==> src/rtl/prom_rd_pkg.sv <==
package prom_rd_pkg;

    typedef enum logic [2:0] {
        ST_IDLE,
        ST_ADDR,
        ST_OE,
        ST_CAPT,
        ST_REL
    } rd_state_e;

    // Converts a delay in ns to whole clocks, rounding up, never below one.
    function automatic int ns_to_cyc(input int t_ns, input int clk_ns);
        int c;
        c = (t_ns + clk_ns - 1) / clk_ns;
        if (c < 1) c = 1;
        return c;
    endfunction

    function automatic int imax(input int a, input int b);
        return (a > b) ? a : b;
    endfunction

endpackage

==> src/rtl/prom_rd_timer.sv <==
module prom_rd_timer #(
    parameter int CNT_W = 4
) (
    input  logic             clk,
    input  logic             rst_n,
    input  logic             load_i,
    input  logic [CNT_W-1:0] load_val_i,
    output logic             done_o
);

    logic [CNT_W-1:0] cnt_d, cnt_q;

    always_comb begin
        cnt_d = cnt_q;
        if (load_i) begin
            cnt_d = load_val_i;
        end else if (cnt_q != '0) begin
            cnt_d = cnt_q - 1'b1;
        end
    end

    always_ff @(posedge clk or negedge rst_n) begin
        if (!rst_n) begin
            cnt_q <= '0;
        end else begin
            cnt_q <= cnt_d;
        end
    end

    assign done_o = (cnt_q == '0);


    timer_reload_chk: assert property (@(posedge clk) disable iff (!rst_n)
        (load_i && load_val_i != '0) |=> !done_o);

endmodule

==> src/rtl/prom_rd_seq.sv <==
module prom_rd_seq
    import prom_rd_pkg::*;
#(
    parameter int ADDR_W = 16,
    parameter int CNT_W  = 4,
    parameter int N_ADDR = 1,
    parameter int N_OE   = 1,
    parameter int N_DF   = 1
) (
    input  logic              clk,
    input  logic              rst_n,
    input  logic              req_i,
    input  logic [ADDR_W-1:0] addr_i,
    input  logic              timer_done_i,
    output logic              ready_o,
    output logic              ce_n_o,
    output logic              oe_n_o,
    output logic [ADDR_W-1:0] addr_o,
    output logic              load_o,
    output logic [CNT_W-1:0]  load_val_o,
    output logic              capt_o
);

    typedef struct packed {
        rd_state_e         st;
        logic              ce_n;
        logic              oe_n;
        logic [ADDR_W-1:0] addr;
    } seq_t;

    seq_t s_d, s_q;

    always_comb begin
        s_d        = s_q;
        load_o     = 1'b0;
        load_val_o = '0;
        capt_o     = 1'b0;
        case (s_q.st)
            ST_IDLE: begin
                if (req_i) begin
                    s_d.st     = ST_ADDR;
                    s_d.addr   = addr_i;
                    s_d.ce_n   = 1'b0;
                    load_o     = 1'b1;
                    load_val_o = CNT_W'(N_ADDR - 1);
                end
            end
            ST_ADDR: begin
                if (timer_done_i) begin
                    s_d.st     = ST_OE;
                    s_d.oe_n   = 1'b0;
                    load_o     = 1'b1;
                    load_val_o = CNT_W'(N_OE - 1);
                end
            end
            ST_OE: begin
                if (timer_done_i) begin
                    s_d.st = ST_CAPT;
                end
            end
            ST_CAPT: begin
                capt_o     = 1'b1;
                s_d.st     = ST_REL;
                s_d.ce_n   = 1'b1;
                s_d.oe_n   = 1'b1;
                load_o     = 1'b1;
                load_val_o = CNT_W'(N_DF - 1);
            end
            ST_REL: begin
                if (timer_done_i) begin
                    s_d.st = ST_IDLE;
                end
            end
            default: begin
                s_d.st   = ST_IDLE;
                s_d.ce_n = 1'b1;
                s_d.oe_n = 1'b1;
            end
        endcase
    end

    always_ff @(posedge clk or negedge rst_n) begin
        if (!rst_n) begin
            s_q.st   <= ST_IDLE;
            s_q.ce_n <= 1'b1;
            s_q.oe_n <= 1'b1;
            s_q.addr <= '0;
        end else begin
            s_q <= s_d;
        end
    end

    assign ready_o = (s_q.st == ST_IDLE);
    assign ce_n_o  = s_q.ce_n;
    assign oe_n_o  = s_q.oe_n;
    assign addr_o  = s_q.addr;


    oe_needs_ce_chk: assert property (@(posedge clk) disable iff (!rst_n)
        !oe_n_o |-> !ce_n_o);


    addr_hold_chk: assert property (@(posedge clk) disable iff (!rst_n)
        (!ce_n_o && $past(!ce_n_o)) |-> $stable(addr_o));


    idle_released_chk: assert property (@(posedge clk) disable iff (!rst_n)
        ready_o |-> (ce_n_o && oe_n_o));

endmodule

==> src/rtl/prom_rd_capture.sv <==
module prom_rd_capture #(
    parameter int DATA_W = 8
) (
    input  logic              clk,
    input  logic              rst_n,
    input  logic              capt_i,
    input  logic [DATA_W-1:0] mem_data_i,
    output logic [DATA_W-1:0] rdata_o,
    output logic              rvalid_o
);

    typedef struct packed {
        logic [DATA_W-1:0] data;
        logic              vld;
    } cap_t;

    cap_t c_d, c_q;

    always_comb begin
        c_d     = c_q;
        c_d.vld = capt_i;
        if (capt_i) begin
            c_d.data = mem_data_i;
        end
    end

    always_ff @(posedge clk or negedge rst_n) begin
        if (!rst_n) begin
            c_q <= '0;
        end else begin
            c_q <= c_d;
        end
    end

    assign rdata_o  = c_q.data;
    assign rvalid_o = c_q.vld;


    rvalid_single_chk: assert property (@(posedge clk) disable iff (!rst_n)
        rvalid_o |=> !rvalid_o);

endmodule

==> src/rtl/prom_rd_ctrl.sv <==
module prom_rd_ctrl
    import prom_rd_pkg::*;
#(
    parameter int CLK_NS     = 4,
    parameter bit FAST_GRADE = 1'b0,
    parameter int T_ACC_NS   = FAST_GRADE ? 45 : 70,
    parameter int T_CE_NS    = FAST_GRADE ? 45 : 70,
    parameter int T_OE_NS    = FAST_GRADE ? 20 : 30,
    parameter int T_DF_NS    = FAST_GRADE ? 20 : 25,
    parameter int ADDR_W     = 16,
    parameter int DATA_W     = 8
) (
    input  logic              clk,
    input  logic              rst_n,
    input  logic              req_i,
    input  logic [ADDR_W-1:0] addr_i,
    output logic              ready_o,
    output logic [DATA_W-1:0] rdata_o,
    output logic              rvalid_o,
    output logic [ADDR_W-1:0] mem_addr_o,
    output logic              mem_ce_n_o,
    output logic              mem_oe_n_o,
    input  logic [DATA_W-1:0] mem_data_i
);

    localparam int C_ACC  = ns_to_cyc(T_ACC_NS, CLK_NS);
    localparam int C_CE   = ns_to_cyc(T_CE_NS, CLK_NS);
    localparam int C_OE   = ns_to_cyc(T_OE_NS, CLK_NS);
    localparam int C_DF   = ns_to_cyc(T_DF_NS, CLK_NS);
    localparam int N_ADDR = imax(imax(C_ACC, C_CE) - C_OE, 1);
    localparam int N_MAX  = imax(imax(N_ADDR, C_OE), C_DF);
    localparam int CNT_W  = imax($clog2(N_MAX + 1), 1);

    logic             t_load;
    logic [CNT_W-1:0] t_val;
    logic             t_done;
    logic             capt;

    prom_rd_seq #(
        .ADDR_W (ADDR_W),
        .CNT_W  (CNT_W),
        .N_ADDR (N_ADDR),
        .N_OE   (C_OE),
        .N_DF   (C_DF)
    ) u_seq (
        .clk          (clk),
        .rst_n        (rst_n),
        .req_i        (req_i),
        .addr_i       (addr_i),
        .timer_done_i (t_done),
        .ready_o      (ready_o),
        .ce_n_o       (mem_ce_n_o),
        .oe_n_o       (mem_oe_n_o),
        .addr_o       (mem_addr_o),
        .load_o       (t_load),
        .load_val_o   (t_val),
        .capt_o       (capt)
    );

    prom_rd_timer #(
        .CNT_W (CNT_W)
    ) u_timer (
        .clk        (clk),
        .rst_n      (rst_n),
        .load_i     (t_load),
        .load_val_i (t_val),
        .done_o     (t_done)
    );

    prom_rd_capture #(
        .DATA_W (DATA_W)
    ) u_cap (
        .clk        (clk),
        .rst_n      (rst_n),
        .capt_i     (capt),
        .mem_data_i (mem_data_i),
        .rdata_o    (rdata_o),
        .rvalid_o   (rvalid_o)
    );


    release_with_valid_chk: assert property (@(posedge clk) disable iff (!rst_n)
        rvalid_o |-> (mem_ce_n_o && mem_oe_n_o && $past(!mem_ce_n_o && !mem_oe_n_o)));

endmodule

==> config.mk <==
export PLATFORM = sky130hd
export DESIGN_NAME = prom_rd_ctrl
export DESIGN_NICKNAME = d
export VERILOG_FILES = /design/src/rtl/prom_rd_pkg.sv /design/src/rtl/prom_rd_timer.sv /design/src/rtl/prom_rd_seq.sv /design/src/rtl/prom_rd_capture.sv /design/src/rtl/prom_rd_ctrl.sv
export SDC_FILE = /design/constraint.sdc
export NUM_CORES = 1
export LEC_CHECK = 0
export BUFFER_PORTS_ARGS = -buffer_cell sky130_fd_sc_hd__buf_2
export CAP_MARGIN = 0
export CORE_MARGIN = 2
export CORE_UTILIZATION = 30
export CTS_BUF_LIST = sky130_fd_sc_hd__clkbuf_2 sky130_fd_sc_hd__clkbuf_4 sky130_fd_sc_hd__clkbuf_8
export DETAILED_ROUTE_END_ITERATION = 8
export PLACE_DENSITY = 0.5
export SYNTH_ARGS = -nofsm -noshare
export SYNTH_HDL_FRONTEND = slang
export SYNTH_SLANG_ARGS = --single-unit
==> constraint.sdc <==
create_clock -name clk -period 2.1 [get_ports clk]
set_clock_uncertainty 0.2 [all_clocks]
set_input_delay 0.21 -clock clk [delete_from_list [all_inputs] [get_ports clk]]
set_output_delay 0.21 -clock clk [all_outputs]
set_load 0.01 [all_outputs]
Word level (Yosys, flattened, before mapping)

Index checks and enable logic that the tools add are counted.

Add/sub/neg operators: 1
Eq/ne operators: 8
Muxes and demuxes: 17
Bitwise operators: 2
Reductions and logical operators: 10

Operator list:

| cell                                              | count |
|---|---|
| two-way mux 4 bit                                 | 4 |
| case mux 3 bit (5 select lines)                   | 1 |
| two-way mux 3 bit                                 | 4 |
| case mux 4 bit (3 select lines)                   | 1 |
| != test 2 bit (second input constant)             | 4 |
| == test 3 x 2 -> 1 bit (second input constant)    | 2 |
| AND reduction 2 bit                               | 3 |
| OR reduction 3 bit                                | 2 |
| zero test 4 bit                                   | 1 |
| two-way mux 1 bit                                 | 4 |
| case mux 1 bit (2 select lines)                   | 2 |
| AND reduction 4 bit                               | 1 |
| nonzero test 4 bit                                | 1 |
| subtractor 4 x 1 -> 4 bit (second input constant) | 1 |
| == test 3 x 1 -> 1 bit (second input constant)    | 1 |
| == test 3 bit (second input constant)             | 1 |
| zero test 3 bit                                   | 1 |
| case mux 1 bit (3 select lines)                   | 1 |
| NOT 1 bit                                         | 2 |
| nonzero test 2 bit                                | 1 |

Register bits after elaboration: 34
Input bits: 27
Output and inout bits: 28
Word-level logic and storage cells: 45

Logic depth before layout (Yosys ltp)

Word-level depth: 4
Gate-level depth with buffers: 6
Depth with buffers taken out: 6

By module

A second synthesis with hierarchy kept.

Cells, all modules: 126
Area total of the unflattened synthesis: 1670.4 um^2

Modules (own cells, without submodules):

| module          | instances | cells an instance | area an instance (um^2) | seq. area each (um^2) |
|---|---|---|---|---|
| prom_rd_seq     | 1         | 86                | 1079.8                  | 528.0 |
| prom_rd_capture | 1         | 18                | 356.6                   | 225.2 |
| prom_rd_timer   | 1         | 22                | 234.0                   | 100.1 |

Worst setup path before layout

Ideal clock, no wire load.

Kind: register to register
Start: register u_seq.s_q[20] (netlist bit)
End: register u_seq.s_q, in the netlist u_seq.addr_o[10]
Library setup time: 125 ps
Arrival time: 1372 ps
Slack: 403 ps
Stages on the path, launching flop included: 5
Path buffers: 1
Cells stage by stage: dfrtp_1 > nor3_2 > and2_4 > buf_6 > mux2_4

Cells in the longest elaborated chain, start to end: 2

Ends and longest elaborated chain:

| element                       | line               | source |
|---|---|---|
| start: declaration            | prom_rd_seq.sv:31  | `seq_t s_d, s_q;` |
| zero test 3 bit               | --                 |  |
| net ready_o                   | prom_rd_ctrl.sv:17 | `output logic ready_o,` |
| AND reduction 2 bit (no line) | --                 |  |

The timed path passes the listed nets, and every way through them passes these cells.
A chain may end at the register's enable or synchronous reset.

Final worst setup path

Start: register u_timer.cnt_q[0]
End: register u_seq.s_q[19] (netlist bit)

Cells in the longest elaborated chain, start to end: 3
Elaborated cells on any way between the ends: 5
Those cells by class: 3 x eq/ne; 2 x reduce/logical

Ends and longest elaborated chain:

| element                         | line                | source |
|---|---|---|
| start: declaration              | prom_rd_timer.sv:11 | `logic [CNT_W-1:0] cnt_d, cnt_q;` |
| start signal: assignment        | prom_rd_timer.sv:26 | `cnt_q <= cnt_d;` |
| zero test 4 bit *               | prom_rd_timer.sv:30 | `assign done_o = (cnt_q == '0);` |
| != test 2 bit (no line)         | --                  |  |
| AND reduction 4 bit (no line) * | --                  |  |

Every way passes the cells marked *; elsewhere a longest branch is shown, timed or not.

==> flow_metrics.env <==
export IMPL_clock_latency_ns=0.28
export IMPL_max_stage_delay_ns=0.41
export IMPL_dieHeight_um=77.44
export IMPL_tightest_slew_ns=0.7541
export IMPL_ir_drop_mv=0.5324
export IMPL_critPathLaunchType="register"
export IMPL_ys_seq_area_frac=0.5275
export IMPL_synth_top_area_frac=0.4950
export IMPL_die_width_um=77.44
export IMPL_fill_cells=520
export IMPL_clkPwrFrac=0.155
export IMPL_ys_ff_latch=34
export IMPL_clk_path_buf_depth=2
export IMPL_synth_area_mm2=0.001618
export IMPL_r2r_start="u_timer.cnt_q[0]"
export IMPL_fmax_mhz=539.2
export IMPL_swShare=0.3292
export IMPL_synth_top_area_cell="dfrtp_1"
export IMPL_worst_ep_arrival_time_ns=1.87
export IMPL_required_ns=2.11
export IMPL_min_delay_worst_endpoint="u_seq.s_q[18]"
export IMPL_drv_slew=0
export IMPL_gp_congestion=0.6612
export IMPL_period_share=0.8832
export IMPL_syn_area_per_cell_um2=13.59
export IMPL_start_util=0.3148
export IMPL_clk_pin_slew_ns=0.06
export IMPL_post_cts_buffers=0
export IMPL_ys_top_cells_by_count="32 x dfrtp_1, 18 x mux2_4, 17 x buf_4"
export IMPL_dr_pass1_iters=4
export IMPL_internal_power_mw=2.021
export IMPL_dpl_hpwl_um=2043
export IMPL_cts_buffers=5
export IMPL_grt_pass1_vias=1127
export IMPL_finalCriticalPeriod_ns=1.855
export IMPL_r2r_end="u_seq.s_q[19]"
export IMPL_grt_pass1_wl_um=5250
export IMPL_async_flop_share=1.000
export IMPL_p_per_area_mw_per_mm2=1396
export IMPL_row_count=26
export IMPL_final_setup_tns_ns=0
export IMPL_area_delta_synth_final_pct=33.41
export IMPL_wl_per_cell_um=11.98
export IMPL_postRouteAntennaNets=0
export IMPL_avgViaCountPerCell=4.246
export IMPL_power_leakage_nw=1.049
export IMPL_boundaryPins=55
export IMPL_seqCellArea_um2=853.3
export IMPL_worstSetupEndpointType="register"
export IMPL_die_area_mm2=0.005996
export IMPL_min_delay_path_depth=3
export IMPL_h_tree_depth=2
export IMPL_finalHoldViolations=0
export IMPL_seqPwrFrac=0.402
export IMPL_multi_input_area_um2=586.8
export IMPL_status="complete, no violations"
export IMPL_crit_fanout=9
export IMPL_synth_most_common_cell="dfrtp_1"
export IMPL_final_core_util=0.4199
export IMPL_synth_edf_count=0
export IMPL_hold_path_class="in -> reg"
export IMPL_cp_cell_sequence="inv_1 -> ha_1 -> nor3b_4 -> nand2_1 -> mux2_2 -> nor2_1"
export IMPL_drive_gt1_frac=0.5161
export IMPL_drv_cap=0
export IMPL_nets=214
export IMPL_finalSetupViolations=0
export IMPL_cp_slowest_cell="nor3b_4"
export IMPL_antenna_found_initial=0
export IMPL_drc=0
export IMPL_rrSetupSlack_ns=0.25
export IMPL_r2r_cells=6
export IMPL_drt_total_wl_um=3067
export IMPL_synth_warnings=0
export IMPL_netlist_instances=119
export IMPL_drt_iter0_markers=19
export IMPL_clock_sinks=34
export IMPL_cts_tree="yes"
export IMPL_synth_cell_types=28
export IMPL_critPathKind="reg -> reg"
export IMPL_syn_num_nets=147
export IMPL_synthFlopType="dfrtp_1"
export IMPL_combPwrFrac=0.443
export IMPL_rsz0062_at_grt="no"
export IMPL_core_area_mm2=0.005140
export IMPL_grtUsageTotal=0.1122
export IMPL_max_slew_margin=0.4973
export IMPL_cts_root_buffer="clkbuf_8"
export IMPL_num_vias=1087
export IMPL_ys_top_cells_by_area="dfrtp_1 49%, mux2_4 17%, buf_4 7.9%"
export IMPL_p_total_mw=3.013
export IMPL_port_buffers=54
export IMPL_power_switching_mw=0.9918
export IMPL_overflow=0
export IMPL_min_from="req_i"
export IMPL_antenna_diode_count=0
export IMPL_grt_max_degree=35
-- critical path, delay by kind of cell (launching register included) --
| kind | cells | cell delay (ns) |
|---|---|---|
| DFF | 1 | 0.39 |
| and+or+nand+nor | 3 | 0.62 |
| muxes | 1 | 0.28 |
| buffers and inverters | 1 | 0.08 |
| adders and majority gates | 1 | 0.20 |
-- kinds of logic after synthesis --
| kind of cell | share of synthesized area |
|---|---|
| flops | 0.5275 |
| compound gates | 0.06032 |
| mux | 0.2158 |
| buf+inv | 0.1098 |
| xor+xnor | 0.005415 |
| simple gates | 0.07349 |
| fa+ha+maj | 0.007733 |
-- cell type report --
class,count,area share
repair buffers,81,0.2481
clock buffers,7,0.03884
well taps,70,0.04058
inverters,3,0.005217
multi-input cells,61,0.2719
flip-flops and latches,34,0.3954
-- through the flow --
stage	instances	instance area, um2	hold WS, ns	setup WS, ns
after floorplan	119	1618	-0.2856	0.4033
after global placement	224	1824	0.1193	0.3571
after detailed placement	224	1824	0.1312	0.2597
after CTS	256	2158	0.1345	0.2474
after global routing	256	2158	0.1728	0.1108
final	256	2158	0.1370	0.2453
-- routing by layer --
layer  up-vias  routed length (um)  global-route usage
met5         -                   0                   0
met4         0                  57             0.05000
met3         5                 201             0.04302
met2        25                1515              0.1783
met1       532                1293              0.1348
li1        525                   -                   -
-- power by group through the flow --
| stage | Combinational (mW) | Clock [mW] | Sequential, mW |
|---|---|---|---|
| final | 1.34 | 0.467 | 1.21 |
| after CTS | 1.36 | 0.487 | 1.21 |
| after global placement | 1.29 | 0 | 1.20 |
| after floorplan | 1.13 | 0 | 1.22 |
| after detailed placement | 1.32 | 0 | 1.22 |
| after global routing | 1.48 | 0.517 | 1.27 |
-- registers in the layout, indices dropped and copies added, names as in the netlist --
name / flops
u_seq.s_q: 3
u_cap.rvalid_o: 1
u_seq.ce_n_o: 1
u_cap.rdata_o: 8
u_timer.cnt_q: 4
u_seq.addr_o: 16
u_seq.oe_n_o: 1
-- how the worst max path moves through the flow --
stage,cells after the start,end,start
5_1_grt,6,u_seq.s_q[19],u_timer.cnt_q[0]
6_report,6,u_seq.s_q[19],u_timer.cnt_q[0]
2_1_floorplan,4,u_seq.addr_o[10],u_seq.s_q[20]
4_1_cts,6,u_seq.s_q[19],u_timer.cnt_q[0]
3_3_place_gp,3,u_seq.addr_o[4],u_seq.s_q[20]
3_5_place_dp,6,u_seq.s_q[19],u_timer.cnt_q[0]
-- repair_timing --
item / in CTS / in global routing
hold buffers: 25 / 0
hold endpoints to repair: 56 / 0
gates resized for setup: 0 / 0
-- placed cells by master (no fill, tap or decap), drive strengths merged --
cell type,n
o21ai,3
or3,1
clkbuf,7
and2,1
and2b,1
ha,1
nor2b,1
a21oi,5
dfstp,2
mux2,25
xnor2,1
dlygate4sd3,25
nor3,3
a2111oi,1
dfrtp,32
buf,56
a21o,1
o31ai,1
inv,3
nor2,8
nand2,3
nor3b,1
o21bai,1
nand2b,1
o32a,2
Note: power is estimated with default switching activity, not from simulation.
